**src/rtl/isq_pkg.sv**
```systemverilog
`timescale 1ns/1ps
package isq_pkg;
  typedef enum logic [1:0] {S_IDLE, S_PUSH, S_VEC, S_POP} isq_state_e;
  localparam int IMASK_BIT = 3;
  localparam int PUSH_LAST = 4;
  localparam int POP_LAST  = 5;
endpackage

```
**src/rtl/isq_arbiter.sv**
```systemverilog
`timescale 1ns/1ps
module isq_arbiter #(
  parameter int N_HW = 4
) (
  input  logic [N_HW-1:0]             hw_req,
  input  logic                        swi_op,
  input  logic                        rti_op,
  input  logic                        insn_done,
  input  logic                        ready,
  input  logic                        i_mask,
  output logic                        take_entry,
  output logic                        take_pop,
  output logic [$clog2(N_HW+2)-1:0]   sel_idx,
  output logic [N_HW-1:0]             ack_vec
);
  localparam int IDX_W = $clog2(N_HW+2);

  logic             hit;
  logic             take_hw;
  logic             boundary;
  logic [IDX_W-1:0] hw_idx;

  // Lower request index is the higher priority; vector index 0 is reset, 1 is software.
  always_comb begin
    hit    = 1'b0;
    hw_idx = '0;
    for (int k = N_HW - 1; k >= 0; k--) begin
      if (hw_req[k]) begin
        hit    = 1'b1;
        hw_idx = IDX_W'(k + 2);
      end
    end
    boundary   = insn_done && ready;
    take_pop   = boundary && rti_op;
    take_hw    = boundary && !rti_op && hit && !i_mask;
    take_entry = take_hw || (boundary && !rti_op && swi_op);
    sel_idx    = take_hw ? hw_idx : IDX_W'(1);
  end

  generate
    for (genvar g = 0; g < N_HW; g++) begin : g_ack
      assign ack_vec[g] = take_hw && (hw_idx == IDX_W'(g + 2));
    end
  endgenerate
endmodule

```
**src/rtl/isq_stack_ptr.sv**
```systemverilog
`timescale 1ns/1ps
module isq_stack_ptr #(
  parameter int SP_W   = 6,
  parameter int ADDR_W = 13
) (
  input  logic              clk,
  input  logic              rst,
  input  logic              push,
  input  logic              pop,
  output logic [ADDR_W-1:0] push_addr,
  output logic [ADDR_W-1:0] pop_addr
);
  localparam int HI_W = ADDR_W - SP_W - 2;

  logic [SP_W-1:0] sp_q;
  logic [SP_W-1:0] sp_up;

  always_ff @(posedge clk) begin
    if (rst)       sp_q <= '1;
    else if (push) sp_q <= sp_q - SP_W'(1);
    else if (pop)  sp_q <= sp_q + SP_W'(1);
  end

  assign sp_up     = sp_q + SP_W'(1);
  assign push_addr = {{HI_W{1'b0}}, 2'b11, sp_q};
  assign pop_addr  = {{HI_W{1'b0}}, 2'b11, sp_up};
endmodule

```
**src/rtl/isq_sequencer.sv**
```systemverilog
`timescale 1ns/1ps
module isq_sequencer #(
  parameter int          ADDR_W  = 13,
  parameter int          N_HW    = 4,
  parameter int          SP_W    = 6,
  parameter logic [15:0] VEC_TOP = 16'h1FFE,
  parameter logic [7:0]  RST_CCR = 8'h08
) (
  input  logic              clk,
  input  logic              rst,
  input  logic [N_HW-1:0]   hw_req,
  input  logic              swi_op,
  input  logic              rti_op,
  input  logic              insn_done,
  input  logic [ADDR_W-1:0] pc_in,
  input  logic [7:0]        x_in,
  input  logic [7:0]        a_in,
  input  logic [7:0]        ccr_in,
  output logic [ADDR_W-1:0] mem_addr,
  output logic              mem_re,
  output logic              mem_we,
  output logic [7:0]        mem_wdata,
  input  logic [7:0]        mem_rdata,
  output logic [ADDR_W-1:0] pc_out,
  output logic [7:0]        x_out,
  output logic [7:0]        a_out,
  output logic [7:0]        ccr_out,
  output logic              reg_load,
  output logic [N_HW-1:0]   hw_ack,
  output logic              ready
);
  import isq_pkg::*;
  localparam int IDX_W = $clog2(N_HW+2);

  isq_state_e       state_q;
  logic [2:0]       step_q;
  logic [IDX_W-1:0] vidx_q;
  logic [ADDR_W-1:0] pc_q;
  logic [7:0]       x_q, a_q, ccr_q, hi_q;
  logic             load_q;
  logic [N_HW-1:0]  ack_q;

  logic             take_entry, take_pop;
  logic [IDX_W-1:0] sel_idx;
  logic [N_HW-1:0]  ack_vec;
  logic [ADDR_W-1:0] push_addr, pop_addr, vec_base;
  logic [15:0]      pc_ext;
  logic             sp_dec, sp_inc;

  assign ready = (state_q == S_IDLE);

  isq_arbiter #(.N_HW(N_HW)) u_arb (
    .hw_req(hw_req), .swi_op(swi_op), .rti_op(rti_op), .insn_done(insn_done),
    .ready(ready), .i_mask(ccr_in[IMASK_BIT]), .take_entry(take_entry),
    .take_pop(take_pop), .sel_idx(sel_idx), .ack_vec(ack_vec)
  );

  assign sp_dec = (state_q == S_PUSH);
  assign sp_inc = (state_q == S_POP) && (step_q < 3'(POP_LAST));

  isq_stack_ptr #(.SP_W(SP_W), .ADDR_W(ADDR_W)) u_sp (
    .clk(clk), .rst(rst), .push(sp_dec), .pop(sp_inc),
    .push_addr(push_addr), .pop_addr(pop_addr)
  );

  always_ff @(posedge clk) begin
    if (rst) begin
      state_q <= S_VEC;
      step_q  <= '0;
      vidx_q  <= '0;
      pc_q    <= '0;
      x_q     <= '0;
      a_q     <= '0;
      ccr_q   <= RST_CCR;
      hi_q    <= '0;
      load_q  <= 1'b0;
      ack_q   <= '0;
    end else begin
      load_q <= 1'b0;
      ack_q  <= '0;
      unique case (state_q)
        S_IDLE: begin
          step_q <= '0;
          if (take_pop) begin
            state_q <= S_POP;
          end else if (take_entry) begin
            state_q <= S_PUSH;
            vidx_q  <= sel_idx;
            pc_q    <= pc_in;
            x_q     <= x_in;
            a_q     <= a_in;
            ccr_q   <= ccr_in;
            ack_q   <= ack_vec;
          end
        end
        S_PUSH: begin
          step_q <= step_q + 3'd1;
          if (step_q == 3'(PUSH_LAST)) begin
            state_q <= S_VEC;
            step_q  <= '0;
          end
        end
        S_VEC: begin
          step_q <= step_q + 3'd1;
          if (step_q == 3'd1) hi_q <= mem_rdata;
          if (step_q == 3'd2) begin
            pc_q             <= ADDR_W'({hi_q, mem_rdata});
            ccr_q[IMASK_BIT] <= 1'b1;
            load_q           <= 1'b1;
            state_q          <= S_IDLE;
          end
        end
        S_POP: begin
          step_q <= step_q + 3'd1;
          case (step_q)
            3'd1: ccr_q <= mem_rdata;
            3'd2: a_q   <= mem_rdata;
            3'd3: x_q   <= mem_rdata;
            3'd4: hi_q  <= mem_rdata;
            3'd5: begin
              pc_q    <= ADDR_W'({hi_q, mem_rdata});
              load_q  <= 1'b1;
              state_q <= S_IDLE;
            end
            default: ;
          endcase
        end
        default: state_q <= S_IDLE;
      endcase
    end
  end

  assign pc_ext   = 16'(pc_q);
  assign vec_base = ADDR_W'(VEC_TOP) - (ADDR_W'(vidx_q) << 1);

  always_comb begin
    mem_we    = (state_q == S_PUSH);
    mem_re    = ((state_q == S_VEC) && (step_q < 3'd2)) ||
                ((state_q == S_POP) && (step_q < 3'(POP_LAST)));
    mem_addr  = '0;
    mem_wdata = '0;
    unique case (state_q)
      S_PUSH:  mem_addr = push_addr;
      S_POP:   mem_addr = pop_addr;
      S_VEC:   mem_addr = vec_base + ADDR_W'(step_q[0]);
      default: mem_addr = '0;
    endcase
    if (state_q == S_PUSH) begin
      case (step_q)
        3'd0:    mem_wdata = pc_ext[7:0];
        3'd1:    mem_wdata = pc_ext[15:8];
        3'd2:    mem_wdata = x_q;
        3'd3:    mem_wdata = a_q;
        default: mem_wdata = ccr_q;
      endcase
    end
  end

  assign pc_out   = pc_q;
  assign x_out    = x_q;
  assign a_out    = a_q;
  assign ccr_out  = ccr_q;
  assign reg_load = load_q;
  assign hw_ack   = ack_q;
endmodule

```
**config.mk**
```make
export PLATFORM = sky130hd
export DESIGN_NAME = isq_sequencer
export DESIGN_NICKNAME = d
export VERILOG_FILES = /design/src/rtl/isq_pkg.sv /design/src/rtl/isq_arbiter.sv /design/src/rtl/isq_stack_ptr.sv /design/src/rtl/isq_sequencer.sv
export SDC_FILE = /design/constraint.sdc
export NUM_CORES = 1
export LEC_CHECK = 0
export ABC_AREA = 1
export BUFFER_PORTS_ARGS = -buffer_cell sky130_fd_sc_hd__buf_2
export CORE_UTILIZATION = 50
export DETAILED_ROUTE_END_ITERATION = 10
export PLACE_DENSITY = 0.81
export SLEW_MARGIN = 25
export SYNTH_ARGS = -nofsm -noshare
export SYNTH_HDL_FRONTEND = slang
export SYNTH_SLANG_ARGS = --single-unit
```
**constraint.sdc**
```tcl
create_clock -name clk -period 1.8 [get_ports clk]
set_clock_uncertainty 0.05 [all_clocks]
set_input_delay 0.18 -clock clk [delete_from_list [all_inputs] [get_ports clk]]
set_output_delay 0.18 -clock clk [all_outputs]
set_load 0.005 [all_outputs]
```
---- Word level (Yosys, flattened, before mapping) ----
Cells that the tools add are included.
storage, ports and cells
  bits of input ports ..................... 54
  word-level logic and storage cells ...... 124
  output and inout port bits .............. 66
  register bits after elaboration ......... 61
operators by class
  eq/ne operators ......................... 23
  magnitude comparators ................... 2
  multiplexer cells ....................... 47
  bitwise logic cells ..................... 3
  add/subtract/negate cells ............... 5
  reductions and logical operators ........ 32
operators with widths
  cell                                                             number
  8-bit two-way mux                                                10
  13-bit case mux with 3 select lines                              2
  13-bit two-way mux                                               4
  8-bit case mux with 2 select lines                               2
  8-bit case mux with 4 select lines                               1
  3-bit two-way mux                                                6
  4-bit AND reduction                                              4
  3-bit by 2-bit == test with 1-bit output, second input constant  4
  3-bit == test, second input constant                             4
  1-bit logical AND                                                12
  6-bit two-way mux                                                2
  2-bit by 1-bit != test with 1-bit output, second input constant  6
  2-bit two-way mux                                                5
  5-bit case mux with 2 select lines                               1
  5-bit AND reduction                                              2
  3-bit case mux with 3 select lines                               1
  2-bit != test, second input constant                             4
  2-bit case mux with 4 select lines                               1
  4-bit case mux with 2 select lines                               1
  6-bit by 2-bit adder with 7-bit output                           1
  1-bit two-way mux                                                7
  6-bit by 1-bit adder with 6-bit output, second input constant    1
  3-bit case mux with 2 select lines                               1
  3-bit AND reduction                                              2
  21 further kinds                                                 28

---- Depth between registers and ports, before layout ----
  depth in word-level cells ............... 10
  gate-level depth with buffers ........... 10
  depth with buffers taken out ............ 10

---- By module ----
Synthesis repeated with hierarchy kept, for this count alone.
unflattened totals
  cells, all modules ...................... 612
  area, all modules ....................... 3778.6 µm²
by module, submodules not included
  module         instances  sequential area each (µm²)  cells an instance  area an instance (µm²)
  isq_sequencer  1          1101.1                      503                3091.7
  isq_stack_ptr  1          120.1                       79                 555.5
  isq_arbiter    1          0.0                         30                 131.4

---- Worst setup path after synthesis ----
No wires, ideal clock.
  kind .................................... flip-flop to flip-flop
  start ................................... register step_q[0]
  end ..................................... register ccr_q[3], in the netlist ccr_out[3]
  slack ................................... 0.147 ns
  setup time .............................. 0.128 ns
  stages on the path, launching flop included .. 11
  path buffers ............................ 1
  data arrival time ....................... 1.475 ns
  clock period less this slack ............ 1.653 ns
  data required time ...................... 1.622 ns
  path through ............................ dfxtp_1 > inv_1 > ha_1 > inv_1 > nor2_1 > clkbuf_1 > nor2_1 > nor2_1 > nand3_1 > nand2_1 > nand3_1
on the way
  cells in the longest elaborated chain, start to end .. 3
  elaborated cells between the ends (all ways) .. 5
  those cells by class .................... 4 x eq/ne; 1 x reduce/logical
ends and longest elaborated chain
  what                                                                                                         line                                        text
  start, declared                                                                                              isq_sequencer.sv:36                         logic [2:0] step_q;
  start signal, assigned                                                                                       isq_sequencer.sv:97                         step_q <= step_q + 3'd1;
  start signal, assigned                                                                                       isq_sequencer.sv:104                        step_q <= step_q + 3'd1;
  start signal, assigned                                                                                       isq_sequencer.sv:114                        step_q <= step_q + 3'd1;
  3-bit by 1-bit == test with 1-bit output / 3-bit by 2-bit == test with 1-bit output (equally long branches)  isq_sequencer.sv:115, isq_sequencer.sv:106
  2-bit by 1-bit != test with 1-bit output (no source line) / 2-bit != test (equally long branches)            n/a
  5-bit AND reduction (no source line) *                                                                       n/a
  end signal, assigned                                                                                         isq_sequencer.sv:92                         ccr_q <= ccr_in;
  end signal, assigned                                                                                         isq_sequencer.sv:116                        3'd1: ccr_q <= mem_rdata;
  end, declared                                                                                                isq_sequencer.sv:39                         logic [7:0] x_q, a_q, ccr_q, hi_q;
Every way passes the cells marked *; elsewhere a longest branch is shown, timed or not.
A chain may end at the register's enable or synchronous reset.

---- Worst setup path in the final report ----
  start ................................... register step_q[0]
  end ..................................... output mem_wdata[3]
on the way
  cells in the longest elaborated chain, start to end .. 3
  elaborated cells between the ends (all ways) .. 6
  those cells by class .................... 3 x eq/ne; 2 x mux; 1 x reduce/logical
ends and longest elaborated chain
  what                                                                    line                  text
  3-bit by 2-bit == test with 1-bit output, or another cell as far along  isq_sequencer.sv:149  case (step_q)
  8-bit case mux with 4 select lines *                                    isq_sequencer.sv:149
  8-bit two-way mux *                                                     isq_sequencer.sv:148  if (state_q == S_PUSH) begin
  end, declared                                                           isq_sequencer.sv:22   output logic [7:0] mem_wdata,
Marked as above.

==> results.cfg <==
[global_route]
grt_remaining_overflow = 0
total_track_usage_pct = 33.5
first_global_vias = 3834
grt_start_max_net_pins = 40
antenna_found_initial = 0
first_pass_grt_wire_length_mm = 18.7

[placement]
place.gp.congestion = 0.979
detailed_place_hpwl_mm = 8.20
dpl_worst_slack_ns = 0.0384
place.port_buffers = 119

[detailed_routing]
drt-pass1-iter-count = 5
sum_of_routed_wire_length_over_all_layers_mm = 13.1
via_total_after_detailed_routing = 4436
detail-route-antenna-nets = 0
wl_per_cell_um = 17.7
post-route-drc-count = 0
drt_iter0_markers = 630
routed_via_density = 5.99

[clocking]
cts_tree = yes
max-clock-path-buffers = 2
cts-htree-levels = 3
cts_inserted_buffers = 9
cts_root_buf = sky130_fd_sc_hd__clkbuf_8
clock_sink_count = 61
clkSlewWorstSetupHoldPaths_ns = 0.07
clock_latency_on_the_worst_skew_pair_ns = 0.35

[synthesis]
synth.cell_area_um2 = 3450
synth-edff-count = 0
synthesis.yosys.warnings = 0
synth_area_leaders = sky130_fd_sc_hd__dfxtp_1 35%, sky130_fd_sc_hd__nand2_1 19%, sky130_fd_sc_hd__a21oi_1 7.1%, sky130_fd_sc_hd__nand3_1 7.0%, sky130_fd_sc_hd__nor2_1 4.6%
yosysUniqueCellTypes = 32
synth_async_sr_flop_share_pct = 0
postSynthNetCount = 582
synth.yosys.seq_area_share_pct = 35.4
synth-seq-cells = 61
yosysTopAreaCell = sky130_fd_sc_hd__dfxtp_1
dominantRegCellSynth = sky130_fd_sc_hd__dfxtp_1
postSynthAreaPerCell_um2 = 6.62
synthDominantCellAreaShare_pct = 35.4
post_synth_inst_count = 521

[die]
die-area_um2 = 7240
die-width_um = 85.1
floorplan.initialDensity_pct = 53.1
core_area_um2 = 6490
die_h_um = 85.1
rows = 29
floorplan.io_pins = 120

[run]
drv_cap = 0

[critical_path]
crit_path_top_delay_cell = sky130_fd_sc_hd__dfxtp_4
crit_path_end_kind = primary output
cp.required_ns = 1.57
r2r.worst_path.cells = 10
maximum_fanout_encountered_on_the_critical_timing_path = 6
cp_num_buf_inv = 4
critical_path_depth = 8
type_of_the_worst_setup_path = reg2out
timing.critical_path.max_delay_family = buffers and inverters
critical_path.most_common_cell = sky130_fd_sc_hd__buf_6
path_cells = buf_6 -> ha_4 -> inv_4 -> nor2_4 -> buf_6 -> nand2_1 -> a41oi_2 -> buf_2
crit_path_max_incr_delay_ns = 0.40
crit_arrival_ns = 1.67
cp-start-kind = flop

[run_status]
status = finished with violations
violations = negative setup slack

[power_and_ir_drop]
cellLeakagePower_nw = 2.32
irDropWorstVdd_mv = 0.925
power-per-cell-area_nw_per_um2 = 1380
design_power_total_mw = 6.69

[timing]
tightest_slew_ns = 0.545
period_share_pct = 106
report.final.slew_viol_count = 0
final-setup-viol-count = 10
fmax_ghz = 0.526
final.min_clock_period_ns = 1.90
final.setup.worst_slack_ns = -0.102
grt_setup_unrepaired = yes
relSlewSlack_pct = 63.3
timing.final.hold_violations = 0

[min_path]
min_path_cells = 3
worstHoldPathType = in2reg

[cells_and_area]
layout.cells.most_common = sky130_fd_sc_hd__nand2_1
layout_common_cells = 170 x sky130_fd_sc_hd__nand2_1, 119 x sky130_fd_sc_hd__buf_2, 52 x sky130_fd_sc_hd__dfxtp_1
antenna_cells_inserted = 0
area_growth_syn_to_layout_pct = 40.6
drive_gt1_share_pct = 35.8
num-nets-final = 720
[power breakdown]
group	internal [mW]	total, mW	leakage [nW]	switching, mW
Clock	0.674	1.25	0.0964	0.576
Combinational	1.45	3.49	1.72	2.03
Sequential	1.65	1.96	0.496	0.307
Total	3.78	6.69	2.32	2.91
[registers in the layout, indices dropped and copies added (netlist names)]
name       cells
step_q         3
reg_load       1
hw_ack         4
x_out          8
vidx_q         3
state_q        2
u_sp.sp_q      6
a_out          8
pc_out        13
hi_q           5
ccr_out        8
[synthesized netlist by cell type (all sizes together) (4+ instances only)]
library cell / instances
nor2: 47
buf: 17
inv: 31
a41oi: 5
nand3: 48
dfxtp: 61
clkbuf: 12
o211ai: 5
o21ai: 33
a21oi: 49
nand2: 186
ha: 7
o221ai: 4
[through the flow]
step	instance area, um2	util (%)	hold WS, ns	cells	TNS (ns)
5_1_grt	4850	74.6	0.0811	741	-1.18
3_5_place_dp	4140	63.7	0.359	710	0
6_report	4850	74.6	0.0466	741	-0.568
2_1_floorplan	3450	-	0.209	521	0
4_1_cts	4640	71.4	0.0441	737	-0.437
3_3_place_gp	4140	63.7	0.351	710	0
[layout make-up]
cell class / count / area (um2)
timing repair buffer: 156 / 968
inverter: 32 / 138
multi-input combinational: 399 / 2210
sequential: 61 / 1250
fill: 470 / 1650
clock inverter: 4 / 47.5
clock buffer: 12 / 145
tap: 77 / 96.3
[cell families after synthesis]
group	synth area share, %
adders and majority gates	2.54
xor gates and xnor gates	1.02
DFF	35.4
buffers and inverters	8.41
AOI/OAI and AO/OA	16.7
and+or+nand+nor	35.9
[worst paths after layout]
kind | slack (ns) | start | to
max | -0.10 | step_q[0] | mem_wdata[3]
min reg2reg | 0.41 | vidx_q[0] | vidx_q[0]
min | 0.05 | hw_req[2] | hw_ack[2]
max reg2reg | 0 | step_q[0] | pc_out[2]
[worst min-delay path: stages]
cell                     delay (ns)
sky130_fd_sc_hd__buf_2         0.11
sky130_fd_sc_hd__inv_1         0.06
sky130_fd_sc_hd__nor3_1        0.05
[routing by layer]
layer,global-route usage (%),up-vias,share of wire (%)
met5,0,-,0
met4,18.3,0,4.4
met3,7.98,64,12
met2,52.9,351,46
met1,42.2,2030,39
li1,-,1991,-
[repair_timing]
action / in CTS / in global routing
pin swaps: 10 / 16
gates resized for setup: 53 / 45
hold buffers: 1 / 0
setup buffers: 10 / 4
setup endpoints to repair: 15 / 53
hold endpoints to repair: 1 / 0
cloned: 0 / 1
No activity file was read; power rests on OpenSTA's default activity.
